**src/rtl/xbus_pkg.sv**
```systemverilog
package xbus_pkg;
   localparam int XB_CPU_DIV_OFF = 0;
   localparam int XB_BUS_DIV_OFF = 1;
   localparam int XB_WS_BASE     = 16;

   typedef enum logic [2:0] {
      XS_IDLE,
      XS_ADDR,
      XS_WAIT,
      XS_DATA,
      XS_DONE
   } xbus_state_e;
endpackage

```
**src/rtl/xbus_cfg_regs.sv**
```systemverilog
module xbus_cfg_regs #(
   parameter int          AW      = 8,
   parameter int          DW      = 8,
   parameter int          NDEV    = 16,
   parameter int          CPU_OFF = xbus_pkg::XB_CPU_DIV_OFF,
   parameter int          BUS_OFF = xbus_pkg::XB_BUS_DIV_OFF,
   parameter int          WS_BASE = xbus_pkg::XB_WS_BASE,
   parameter logic [DW-1:0] WS_RST = 8'h0F
) (
   input  logic               clk,
   input  logic               rst_n,
   input  logic               we,
   input  logic [AW-1:0]      addr,
   input  logic [DW-1:0]      wdata,
   output logic [DW-1:0]      rdata,
   output logic [DW-1:0]      cpu_div,
   output logic [DW-1:0]      bus_div,
   output logic [NDEV*DW-1:0] ws_flat
);
   localparam logic [AW-1:0] CPU_A = AW'(CPU_OFF);
   localparam logic [AW-1:0] BUS_A = AW'(BUS_OFF);

   if (WS_BASE + NDEV > (1 << AW)) begin : g_bad_map
      $error("wait table does not fit in the configuration offset range");
   end
   if (WS_BASE <= CPU_OFF || WS_BASE <= BUS_OFF) begin : g_bad_overlap
      $error("wait table overlaps the divisor registers");
   end

   always_ff @(posedge clk or negedge rst_n) begin
      if (!rst_n) begin
         cpu_div <= '0;
         bus_div <= '0;
      end else if (we) begin
         if (addr == CPU_A) cpu_div <= wdata;
         if (addr == BUS_A) bus_div <= wdata;
      end
   end

   for (genvar g = 0; g < NDEV; g++) begin : g_ws
      localparam logic [AW-1:0] SLOT = AW'(WS_BASE + g);
      logic [DW-1:0] q;
      always_ff @(posedge clk or negedge rst_n) begin
         if (!rst_n)                    q <= WS_RST;
         else if (we && addr == SLOT)   q <= wdata;
      end
      assign ws_flat[g*DW +: DW] = q;
   end

   always_comb begin
      rdata = '0;
      if (addr == CPU_A) rdata = cpu_div;
      if (addr == BUS_A) rdata = bus_div;
      for (int i = 0; i < NDEV; i++) begin
         if (addr == AW'(WS_BASE + i)) rdata = ws_flat[i*DW +: DW];
      end
   end
endmodule

```
**src/rtl/xbus_tick_gen.sv**
```systemverilog
module xbus_tick_gen #(
   parameter int DW = 8
) (
   input  logic          clk,
   input  logic          rst_n,
   input  logic [DW-1:0] div,
   output logic          tick
);
   logic [DW-1:0] cnt;

   // the >= compare recovers at once when the divisor drops below the count
   assign tick = (cnt >= div);

   always_ff @(posedge clk or negedge rst_n) begin
      if (!rst_n)    cnt <= '0;
      else if (tick) cnt <= '0;
      else           cnt <= cnt + 1'b1;
   end
endmodule

```
**src/rtl/xbus_fsm.sv**
```systemverilog
module xbus_fsm
   import xbus_pkg::*;
#(
   parameter int DEV_W = 4,
   parameter int OFF_W = 20,
   parameter int DW    = 8,
   localparam int NDEV   = 1 << DEV_W,
   localparam int BUS_AW = DEV_W + OFF_W
) (
   input  logic               clk,
   input  logic               rst_n,
   input  logic               tick,
   input  logic [NDEV*DW-1:0] ws_flat,
   input  logic               req_valid,
   output logic               req_ready,
   input  logic [DEV_W-1:0]   req_dev,
   input  logic [OFF_W-1:0]   req_off,
   input  logic               req_wr,
   input  logic [DW-1:0]      req_wdata,
   output logic               rsp_done,
   output logic [DW-1:0]      rsp_rdata,
   output logic [BUS_AW-1:0]  bus_addr,
   output logic               bus_rd,
   output logic               bus_wr,
   output logic [DW-1:0]      bus_dout,
   input  logic [DW-1:0]      bus_din
);
   xbus_state_e st;
   logic [BUS_AW-1:0] addr_q;
   logic              wr_q;
   logic [DW-1:0]     wd_q;
   logic [DW-1:0]     ws_q;
   logic [DW-1:0]     wcnt;
   logic [DW-1:0]     ws_sel;
   logic              strobe;

   always_comb begin
      ws_sel = '0;
      for (int i = 0; i < NDEV; i++) begin
         if (req_dev == DEV_W'(i)) ws_sel = ws_flat[i*DW +: DW];
      end
   end

   always_ff @(posedge clk or negedge rst_n) begin
      if (!rst_n) begin
         st        <= XS_IDLE;
         addr_q    <= '0;
         wr_q      <= 1'b0;
         wd_q      <= '0;
         ws_q      <= '0;
         wcnt      <= '0;
         rsp_rdata <= '0;
      end else begin
         case (st)
            XS_IDLE: if (req_valid) begin
               addr_q <= {req_dev, req_off};
               wr_q   <= req_wr;
               wd_q   <= req_wdata;
               ws_q   <= ws_sel;
               st     <= XS_ADDR;
            end
            XS_ADDR: if (tick) begin
               wcnt <= ws_q;
               st   <= (ws_q == '0) ? XS_DATA : XS_WAIT;
            end
            XS_WAIT: if (tick) begin
               wcnt <= wcnt - 1'b1;
               if (wcnt == DW'(1)) st <= XS_DATA;
            end
            XS_DATA: if (tick) begin
               if (!wr_q) rsp_rdata <= bus_din;
               st <= XS_DONE;
            end
            default: st <= XS_IDLE;
         endcase
      end
   end

   assign strobe    = (st == XS_WAIT) || (st == XS_DATA);
   assign bus_rd    = strobe && !wr_q;
   assign bus_wr    = strobe && wr_q;
   assign bus_addr  = addr_q;
   assign bus_dout  = wd_q;
   assign req_ready = (st == XS_IDLE);
   assign rsp_done  = (st == XS_DONE);
endmodule

```
**src/rtl/xbus_seq.sv**
```systemverilog
module xbus_seq #(
   parameter int DEV_W  = 4,
   parameter int OFF_W  = 20,
   parameter int DW     = 8,
   parameter int CFG_AW = 8,
   parameter logic [DW-1:0] WS_RST = 8'h0F,
   localparam int NDEV   = 1 << DEV_W,
   localparam int BUS_AW = DEV_W + OFF_W
) (
   input  logic              clk,
   input  logic              rst_n,
   input  logic              cfg_we,
   input  logic [CFG_AW-1:0] cfg_addr,
   input  logic [DW-1:0]     cfg_wdata,
   output logic [DW-1:0]     cfg_rdata,
   output logic [DW-1:0]     cpu_clk_div,
   input  logic              req_valid,
   output logic              req_ready,
   input  logic [DEV_W-1:0]  req_dev,
   input  logic [OFF_W-1:0]  req_off,
   input  logic              req_wr,
   input  logic [DW-1:0]     req_wdata,
   output logic              rsp_done,
   output logic [DW-1:0]     rsp_rdata,
   output logic              bus_clk_en,
   output logic [BUS_AW-1:0] bus_addr,
   output logic              bus_rd,
   output logic              bus_wr,
   output logic [DW-1:0]     bus_dout,
   input  logic [DW-1:0]     bus_din
);
   if (DEV_W < 1 || OFF_W < 1 || DW < 1) begin : g_bad_width
      $error("device, offset and data widths must be positive");
   end

   logic [DW-1:0]      bus_div;
   logic [NDEV*DW-1:0] ws_flat;

   xbus_cfg_regs #(
      .AW(CFG_AW), .DW(DW), .NDEV(NDEV), .WS_RST(WS_RST)
   ) u_regs (
      .clk(clk), .rst_n(rst_n), .we(cfg_we), .addr(cfg_addr),
      .wdata(cfg_wdata), .rdata(cfg_rdata), .cpu_div(cpu_clk_div),
      .bus_div(bus_div), .ws_flat(ws_flat)
   );

   xbus_tick_gen #(.DW(DW)) u_tick (
      .clk(clk), .rst_n(rst_n), .div(bus_div), .tick(bus_clk_en)
   );

   xbus_fsm #(.DEV_W(DEV_W), .OFF_W(OFF_W), .DW(DW)) u_fsm (
      .clk(clk), .rst_n(rst_n), .tick(bus_clk_en), .ws_flat(ws_flat),
      .req_valid(req_valid), .req_ready(req_ready), .req_dev(req_dev),
      .req_off(req_off), .req_wr(req_wr), .req_wdata(req_wdata),
      .rsp_done(rsp_done), .rsp_rdata(rsp_rdata), .bus_addr(bus_addr),
      .bus_rd(bus_rd), .bus_wr(bus_wr), .bus_dout(bus_dout),
      .bus_din(bus_din)
   );
endmodule

```
**config.mk**
```make
export PLATFORM = sky130hd
export DESIGN_NAME = xbus_seq
export DESIGN_NICKNAME = d
export VERILOG_FILES = /design/src/rtl/xbus_pkg.sv /design/src/rtl/xbus_cfg_regs.sv /design/src/rtl/xbus_tick_gen.sv /design/src/rtl/xbus_fsm.sv /design/src/rtl/xbus_seq.sv
export SDC_FILE = /design/constraint.sdc
export NUM_CORES = 1
export LEC_CHECK = 0
export BUFFER_PORTS_ARGS = -buffer_cell sky130_fd_sc_hd__buf_2
export CORE_ASPECT_RATIO = 1.4
export CORE_UTILIZATION = 40
export DETAILED_ROUTE_END_ITERATION = 7
export PLACE_DENSITY_LB_ADDON = 0.15
export SYNTH_ARGS = -nofsm -noshare
export SYNTH_HDL_FRONTEND = slang
export SYNTH_HIERARCHICAL = 1
export SYNTH_SLANG_ARGS = --single-unit
```
**constraint.sdc**
```tcl
create_clock -name clk -period 2.76 [get_ports clk]
set_input_delay 0.276 -clock clk [delete_from_list [all_inputs] [get_ports clk]]
set_output_delay 0.276 -clock clk [all_outputs]
set_load 0.05 [all_outputs]
```
== Word-level counts from Yosys, hierarchy flattened ==
Cells that the tools add are included.

* Order comparisons: 1
* Equal/unequal tests: 42
* Reduce and logical (&&, ||, !) cells: 31
* $add $sub $neg: 2
* Muxes and demuxes: 45
* Bitwise operators: 1

{| class="wikitable"
|+ Operators with widths
! cell !! number
|-
| $mux 8 || 37
|-
| $eq 8x5->1 const B || 16
|-
| $eq 4x4->1 const B || 8
|-
| $logic_and 1x1->1 || 18
|-
| $eq 4x3->1 const B || 4
|-
| $eq 8x1->1 const B || 2
|-
| $logic_not 8->1 || 2
|-
| $pmux 8 s2 || 1
|-
| $mux 3 || 5
|-
| $pmux 3 s4 || 1
|-
| $add 8x1->8 const B || 1
|-
| $eq 4x2->1 const B || 2
|-
| $ge 8x8->1 || 1
|-
| $ne 2x2->1 const B || 4
|-
| $sub 8x1->8 const B || 1
|-
| $eq 3x2->1 const B || 2
|-
| $reduce_and 2->1 || 3
|-
| $reduce_and 3->1 || 2
|-
| $reduce_and 5->1 || 1
|-
| $eq 4x1->1 const B || 1
|-
| $logic_not 4->1 || 1
|-
| $eq 3x1->1 const B || 1
|-
| $eq 3x3->1 const B || 1
|-
| $logic_not 3->1 || 1
|-
| other kinds (6) || 6
|}

* Bits of input ports: 61
* Output and inout bits: 61
* Register bits: 212
* Word-level logic and storage cells: 148

== Longest topological paths before layout ==
Gate-level depths: netlist of run 1.

* Word-level depth: 19
* Gate-level depth with buffers: 9
* Gate-level depth less buffers: 9

== Modules after synthesis ==
The synthesis of run 1 kept the hierarchy.

{| class="wikitable"
|+ By module, submodules not included
! module !! sequential area each (um^2) !! instances !! area an instance (um^2) !! cells each
|-
| xbus_cfg_regs || 3683.5 || 1 || 7343.3 || 597
|-
| xbus_fsm || 1501.4 || 1 || 4035.1 || 491
|-
| xbus_tick_gen || 200.2 || 1 || 555.5 || 54
|}

== Least setup slack after synthesis of run 1 ==
OpenSTA, ideal clock, no wires.

* Kind: in2out
* Start point: in cfg_addr[0]
* End point: out cfg_rdata[2]
* Arrival: 3069 ps
* Data required time: 2484 ps
* Path buffers: 4
* Stages: 6
* Path slack: -585 ps
* Path through: buf_2 buf_2 buf_2 dlymetal6s2s_1 a211oi_1 o311ai_0

* Word-level cells in the longest chain between the ends: 19
* Elaborated cells between the ends (all ways): 36
* Classes of those cells: 17 x eq/ne; 18 x mux; 1 x reduce/logical

{| class="wikitable"
|+ RTL lines
! item !! line !! text
|-
| start: declaration || xbus_seq.sv:13 || <nowiki>input logic [CFG_AW-1:0] cfg_addr,</nowiki>
|-
| $logic_not 8->1 || xbus_cfg_regs.sv:52 || <nowiki>if (addr == CPU_A) rdata = cpu_div;</nowiki>
|-
| $mux 8 || xbus_cfg_regs.sv:52 ||
|-
| $mux 8 || xbus_cfg_regs.sv:53 || <nowiki>if (addr == BUS_A) rdata = bus_div;</nowiki>
|-
| $mux 8 (15 in series) || xbus_cfg_regs.sv:55 || <nowiki>if (addr == AW'(WS_BASE + i)) rdata = ws_flat[i*DW +: DW];</nowiki>
|-
| $mux 8 * || xbus_cfg_regs.sv:55 ||
|-
| end: declaration || xbus_seq.sv:15 || <nowiki>output logic [DW-1:0] cfg_rdata,</nowiki>
|}

Mark *: on every way between the ends. The rest lies on a longest branch, timed or not.

== Worst setup path after layout of run 1 ==
* Start point: reg u_regs.g_ws[14].q[1]
* End point: out cfg_rdata[1]

* Word-level cells in the longest chain between the ends: 2

{| class="wikitable"
|+ RTL lines
! item !! line !! text
|-
| start: declaration || xbus_cfg_regs.sv:42 || <nowiki>logic [DW-1:0] q;</nowiki>
|-
| start signal: assignment || xbus_cfg_regs.sv:45 || <nowiki>else if (we && addr == SLOT) q <= wdata;</nowiki>
|-
| $mux 8 (2 in series) || xbus_cfg_regs.sv:55 ||
|}

No other way between the ends.

==> impl_metrics.csv, run 1 <==
group,metric,value,unit
die,die_h,206.4,µm
global_route,grt_max_degree,82,
global_route,grt_pass1_vias,9970,
sta,setup-violations-final,0,
route,wl_met2,18640,µm
die,rows,74,
sta,hold_violations,0,
route,highest_layer,"met4",
synthesis,ys_ff_latch,212,
synthesis,ys_seq_area_share,45.12,%
sta,tns,0,ps
route,drt-met1-wl,15490,µm
min_path,min-delay-start,"req_dev[1]",
sta,fin_hold_ws,126.9,ps
finish,drive_gt1_share,35.50,%
synthesis,synth-edff-count,0,
setup_path,endpoint_kind,"primary output",
sta,min_period_over_period,98.30,%
global_route,grt_remaining_overflow,0,
setup_path,path_class,"reg2out",
sta,worstMarginPinSlew,700.0,ps
route,vias,9841,
min_path,hold_path.class,"in2reg",
finish,fin_nets,1376,
placement,dp_hpwl,27510,µm
cts,clk_pin_slew,60,ps
setup_path,cp_max_fo,3,
setup_path,arrival,2440,ps
synthesis,yosys_warnings,6,
global_route,antenna_found_initial,0,
synthesis,syn_inst,1142,
synthesis,synthArstFlopShare,100.0,%
placement,gp_congestion,0.9391,
die,die-area,30540,µm²
sta,relSlewSlack,53.29,%
route,drtIter0Drc,587,
setup_path,ff2ff_path_depth,9,
finish,antenna_cells,0,
setup_path,r2r_end,"u_fsm/rsp_rdata[2]$_DFFE_PN0P_",
min_path,holdPathStages,3,
placement,port_buffers,121,
setup_path,rrSetupSlack,280,ps
finish,fillers,2750,
sta,slew_violations,0,
global_route,grtUsageTotal,25.79,%
die,start_util,40.79,%
power_and_ir_drop,p_leak,6.428,nW
sta,post-route-min-period,2713,ps
power_and_ir_drop,max-vdd-ir-drop,0.3871,mV
cts,cts_tree,"done",
cts,cts-buffers-inserted,23,
synthesis,yosysUniqueCellTypes,85,
route,dr.pass1.iters,5,
sta,rsz0062_at_grt,"false",
min_path,hold_end,"u_fsm/bus_addr[21]$_DFFE_PN0P_",
cts,worstSkewPairLatency,540,ps
route,routed_wl,38290,µm
placement,dpl_cell_area,13080,µm²
finish,final_util,48.39,%
die,die_width,148.0,µm
route,ant_nets,0,
setup_path,startpoint,"u_regs/g_ws[14].q[1]$_DFFE_PN1P_",
finish,final_cell_mix,"mux2_2, dfrtp_1, nand2_1",
global_route,grt_pass1_wl,59770,µm
sta,max_freq,0.3686,GHz
status,status,"completed",
finish,final_common_cell,"mux2_2",
synthesis,syn-num-nets,1214,
route,wl_per_cell,22.51,µm
setup_path,r2r_start,"u_regs/bus_div[7]$_DFFE_PN0P_",
setup_path,crit_path_start_kind,"register",
cts,cts_root_buf,"clkbuf_16",
sta,skew,12.02,ps
cts,htreeDepth,1,
die,core_area,29260,µm²
finish,fin_area,14160,µm²
cts,ctsLongestPathBuffers,3,
job,max-cap-violations,0,
die,io_pins,122,
finish,area_growth,18.64,%
synthesis,synth_area,11930,µm²
synthesis,syn_area_per_cell,10.45,µm²
route,viasPerCell,5.785,
cts,cts_sinks,212,
route,drc,0,
setup_path,cp.required,2480,ps
route,dr_wl_met3,2077,µm
synthesis,synth-main-ff-cell,"dfrtp_1",
power_and_ir_drop,power.density,744.7,nW/µm²
flip-flops by register name (all words and copies together) (netlist names):
name and count:
u_regs/cpu_div 8, u_tick/cnt 8, u_fsm/ws_q 8, u_regs/bus_div 8, u_fsm/bus_addr 24, u_fsm/rsp_rdata 8, u_fsm/bus_dout 8, u_regs/g_ws.q 128
u_fsm/wcnt 8, u_fsm/wr_q 1, u_fsm/st 3
metal layers:
metal | GRT usage, % | vias up
met2 | 43.81 | 386
met3 | 3.068 | 105
met1 | 31.52 | 4863
met4 | 14.84 | 0
li1 | - | 4487
met5 | 0 | -
where the power goes:
group	leakage [nW]	switching, W	internal, W
Sequential	2.62	0.000405	0.00367
Clock	0.329	0.00128	0.00161
Combinational	3.48	0.00250	0.00108
kinds of logic (layout without fill, tap and decap cells):
logic type	count (synthesis)	count (layout)	share of synthesized area, %
simple gates	348	348	14.84
xor+xnor	8	8	0.5871
flops	212	212	45.12
compound gates	252	252	14.02
mux	210	210	20.04
buf+inv	101	280	4.246
fa+ha+maj	11	11	1.153
repair_timing:
item	in CTS	in global routing
setup buffers	0	1
hold endpoints to repair	77	0
resized for setup	0	2
hold buffers	38	0
endpoints found under the setup margin	0	2
worst max-delay path, stage by stage, from the launching register on:
cell and delay, ps:
dfstp_2 550, mux2i_1 70, o21ai_0 380, a22o_1 280, o21ai_0 130, nor2_1 190
buf_2 300
synth_stat cells, drive strengths merged (8+ instances only):
cell type  count  area, µm²
nand3         20      115.1
ha            11      137.6
nand2        141      531.8
and2           8      50.05
nor2          66      280.3
dfstp         64       1682
mux2i         36      360.4
nor3          26      152.7
nand3b         8      60.06
mux2         169       1918
o21ai         73      369.1
a31oi          8      50.05
clkbuf        32      120.1
a21oi         52      260.3
o211ai        10      75.07
a22oi         12      90.09
o221ai        12      105.1
buf           44      284.0
dfrtp        148       3704
o22ai         16      100.1
inv           23      86.33
and3          11      68.82
a211oi        11      82.58
nand2b        20      132.6
nor2b         14      87.58
a2bb2oi        9      78.83
through the flow:
stage / power [W] / setup slack, ps / cells
2_1_floorplan: 0.006626 / 8.760 / 1142
3_3_place_gp: 0.007603 / 100.1 / 1620
3_5_place_dp: 0.007657 / 113.9 / 1620
4_1_cts: 0.01061 / 28.16 / 1700
5_1_grt: 0.01112 / 11.90 / 1701
6_report: 0.01054 / 46.90 / 1701
how the worst max path moves through the flow:
stage                   end  slack, ps  cells past startpoint
2_1_floorplan  cfg_rdata[2]          9                      6
5_1_grt        cfg_rdata[6]         10                      6
3_5_place_dp   cfg_rdata[6]        110                      7
3_3_place_gp   cfg_rdata[6]        100                      7
6_report       cfg_rdata[1]         50                      6
4_1_cts          bus_clk_en         30                      7
layout make-up:
class                      instances  area, µm²  area share [%]
clock buffer                      37      648.1           4.578
clock inverter                     5      35.03          0.2474
inverter                          24      90.09          0.6363
multi-input combinational        829       6051           42.74
sequential                       212       5385           38.03
tap                              380      475.5           3.358
timing repair buffer             214       1474           10.41
Note: power is estimated with default switching activity, not from simulation.
==> run 2: changes to the inputs <==
==> constraint.sdc (replaced) <==
create_clock -name clk -period 2.35 [get_ports clk]
set_input_delay 0.235 -clock clk [delete_from_list [all_inputs] [get_ports clk]]
set_output_delay 0.235 -clock clk [all_outputs]
set_load 0.05 [all_outputs]
==> run 2 against run 1 <==
Against the previous run:
- the run now ends with setup timing left
- clock power up 33%
- sequential cell count unchanged
- via count about the same
- combinational power up 23%
- power up 23%
- routed wire length up 0.69%
- largest cell class unchanged
- largest power group unchanged
==> impl_metrics.csv, run 2 (synthesis gave the netlist of run 1 again) <==
group,metric,value,unit
sta,setup_ws,-54.70,ps
cts,clk_pin_slew,60,ps
finish,largest_register,"u_regs/g_ws.q",
cts,ctsLongestPathBuffers,3,
status,failed_checks,"setup timing",
finish,drive_gt1_share,40.42,%
cts,htreeDepth,1,
placement,port_buffers,121,
global_route,antenna_found_initial,0,
global_route,grtUsageTotal,25.66,%
placement,gp_congestion,0.9353,
power_and_ir_drop,p_clk_share,29.4,%
die,io_pins,122,
sta,rsz0062_at_grt,"true",
die,rows,74,
sta,post-route-min-period,2405,ps
route,wl_per_cell,21.93,µm
placement,dpl_worst_slack,-154.0,ps
power_and_ir_drop,share_comb_of_total_power,33.7,%
setup_path,endpoint_kind,"primary output",
route,dr.pass1.iters,7,
setup_path,cp.required,2120,ps
cts,cts_sinks,212,
sta,min_period_over_period,102.3,%
finish,largest_reg_flops,128,
route,viasPerCell,5.603,
setup_path,arrival,2170,ps
global_route,grt_max_degree,62,
route,routed_wl,38550,µm
sta,hold_violations,0,
die,die_h,206.4,µm
setup_path,cp_max_fo,3,
sta,slew_violations,0,
setup_path,crit_path_start_kind,"register",
status,status,"finished, violations left",
finish,register_area,5385,µm²
power_and_ir_drop,power.density,863.4,nW/µm²
die,die-area,30540,µm²
cts,cts_tree,"done",
job,max-cap-violations,0,
global_route,grt_remaining_overflow,0,
route,ant_nets,0,
finish,antenna_cells,0,
sta,worstMarginPinSlew,594.3,ps
sta,setup-violations-final,3,
route,vias,9850,
sta,fin_hold_ws,149.5,ps
power_and_ir_drop,p_int,0.008056,W
finish,multi_input_area,6259,µm²
cts,cts_root_buf,"clkbuf_16",
die,start_util,40.79,%
min_path,hold_path.class,"in2reg",
power_and_ir_drop,p_leak,6.876,nW
finish,stdcell_count,1758,
setup_path,path_class,"reg2out",
route,drtIter0Drc,617,
finish,fillers,2671,
sta,skew,8.680,ps
die,die_width,148.0,µm
finish,final_cell_mix,"mux2_2, dfrtp_1, nand2_1",
global_route,grt_pass1_wl,59480,µm
cts,worstSkewPairLatency,520,ps
route,drc,0,
power_and_ir_drop,seqPwrFrac,36.9,%
global_route,grt_pass1_vias,10020,
power_and_ir_drop,power_switching,0.004947,W
finish,final_common_cell,"mux2_2",
placement,dp_hpwl,28480,µm
placement,place_inst,1674,
sta,max_freq,0.4159,GHz
finish,area_growth,26.20,%
cts,cts-buffers-inserted,23,
finish,fin_nets,1434,
power_and_ir_drop,max-vdd-ir-drop,0.3815,mV
power_and_ir_drop,swShare,38.04,%
die,core_area,29260,µm²
sta,relSlewSlack,60.08,%
sta,tns,-86.51,ps
-- run 2: changes by cell type in the layout (fill, tap and decap cells not counted), sizes merged --
cell    change
buf        +59
bufinv      +3
clkbuf      -4
inv         -1
-- run 2: layer usage --
metal | vias up | wire length [µm] | part of all wire, % | global-route usage, %
met1 | 4827 | 15830 | 41 | 30.81
met4 | 0 | 1780 | 4.6 | 12.30
met2 | 320 | 19210 | 50 | 45.67
li1 | 4603 | - | - | -
met5 | - | 0 | 0 | 0
met3 | 100 | 1735 | 4.5 | 2.671
-- run 2: worst paths after layout --
path                                                  from                                to  slack [ps]  cells after the start
max                        u_regs/g_ws[0].q[6]$_DFFE_PN0P_                      cfg_rdata[6]         -50                      6
min                                             req_dev[1]    u_fsm/bus_addr[21]$_DFFE_PN0P_         150                      3
max reg2reg                        u_tick/cnt[7]$_DFF_PN0_    u_fsm/rsp_rdata[5]$_DFFE_PN0P_         120                      9
min reg2reg                  u_fsm/bus_dout[5]$_DFFE_PN0P_     u_fsm/bus_dout[5]$_DFFE_PN0P_         470                      2
max in group asynchronous                            rst_n  u_regs/g_ws[14].q[1]$_DFFE_PN1P_        1430                      3
min in group asynchronous                            rst_n     u_regs/bus_div[3]$_DFFE_PN0P_         210                      2
-- run 2: area by class of cell --
cell class	instances	share of cell area, %
sequential	212	35.76
clock buffer	34	4.494
multi-input combinational	829	41.56
inverter	24	0.5982
timing repair buffer	272	13.64
tap	380	3.157
clock inverter	7	0.7975
-- run 2: power by group through the flow --
stage          combinational [W]  sequential (W)  clock (W)
2_1_floorplan            0.00195         0.00588          0
3_3_place_gp             0.00422         0.00483          0
5_1_grt                  0.00472         0.00488    0.00407
6_report                 0.00438         0.00480    0.00383
3_5_place_dp             0.00427         0.00485          0
4_1_cts                  0.00438         0.00479    0.00392
-- run 2: timing repair --
item                                   in CTS  in global routing
setup endpoints to repair                  17                 17
endpoints found under the hold margin      91                  0
setup buffers                               4                  1
cloned                                      0                  0
gates resized for setup                    32                 21
pin swaps                                   8                  4
hold buffers                               38                  0
-- run 2: critical path: stages, from the launching register on --
cell and delay [ps]:
dfrtp_1 390, mux2i_1 80, o211ai_1 280, a22oi_1 140
o2111a_1 280, a221oi_4 260, buf_6 210
-- run 2: metrics by stage --
step,area (µm²),util (%),power (W)
5_1_grt,15060,51.48,0.01367
4_1_cts,14980,51.19,0.01309
2_1_floorplan,12010,-,0.007831
3_3_place_gp,13630,46.60,0.009051
3_5_place_dp,13630,46.60,0.009118
6_report,15060,51.48,0.01300
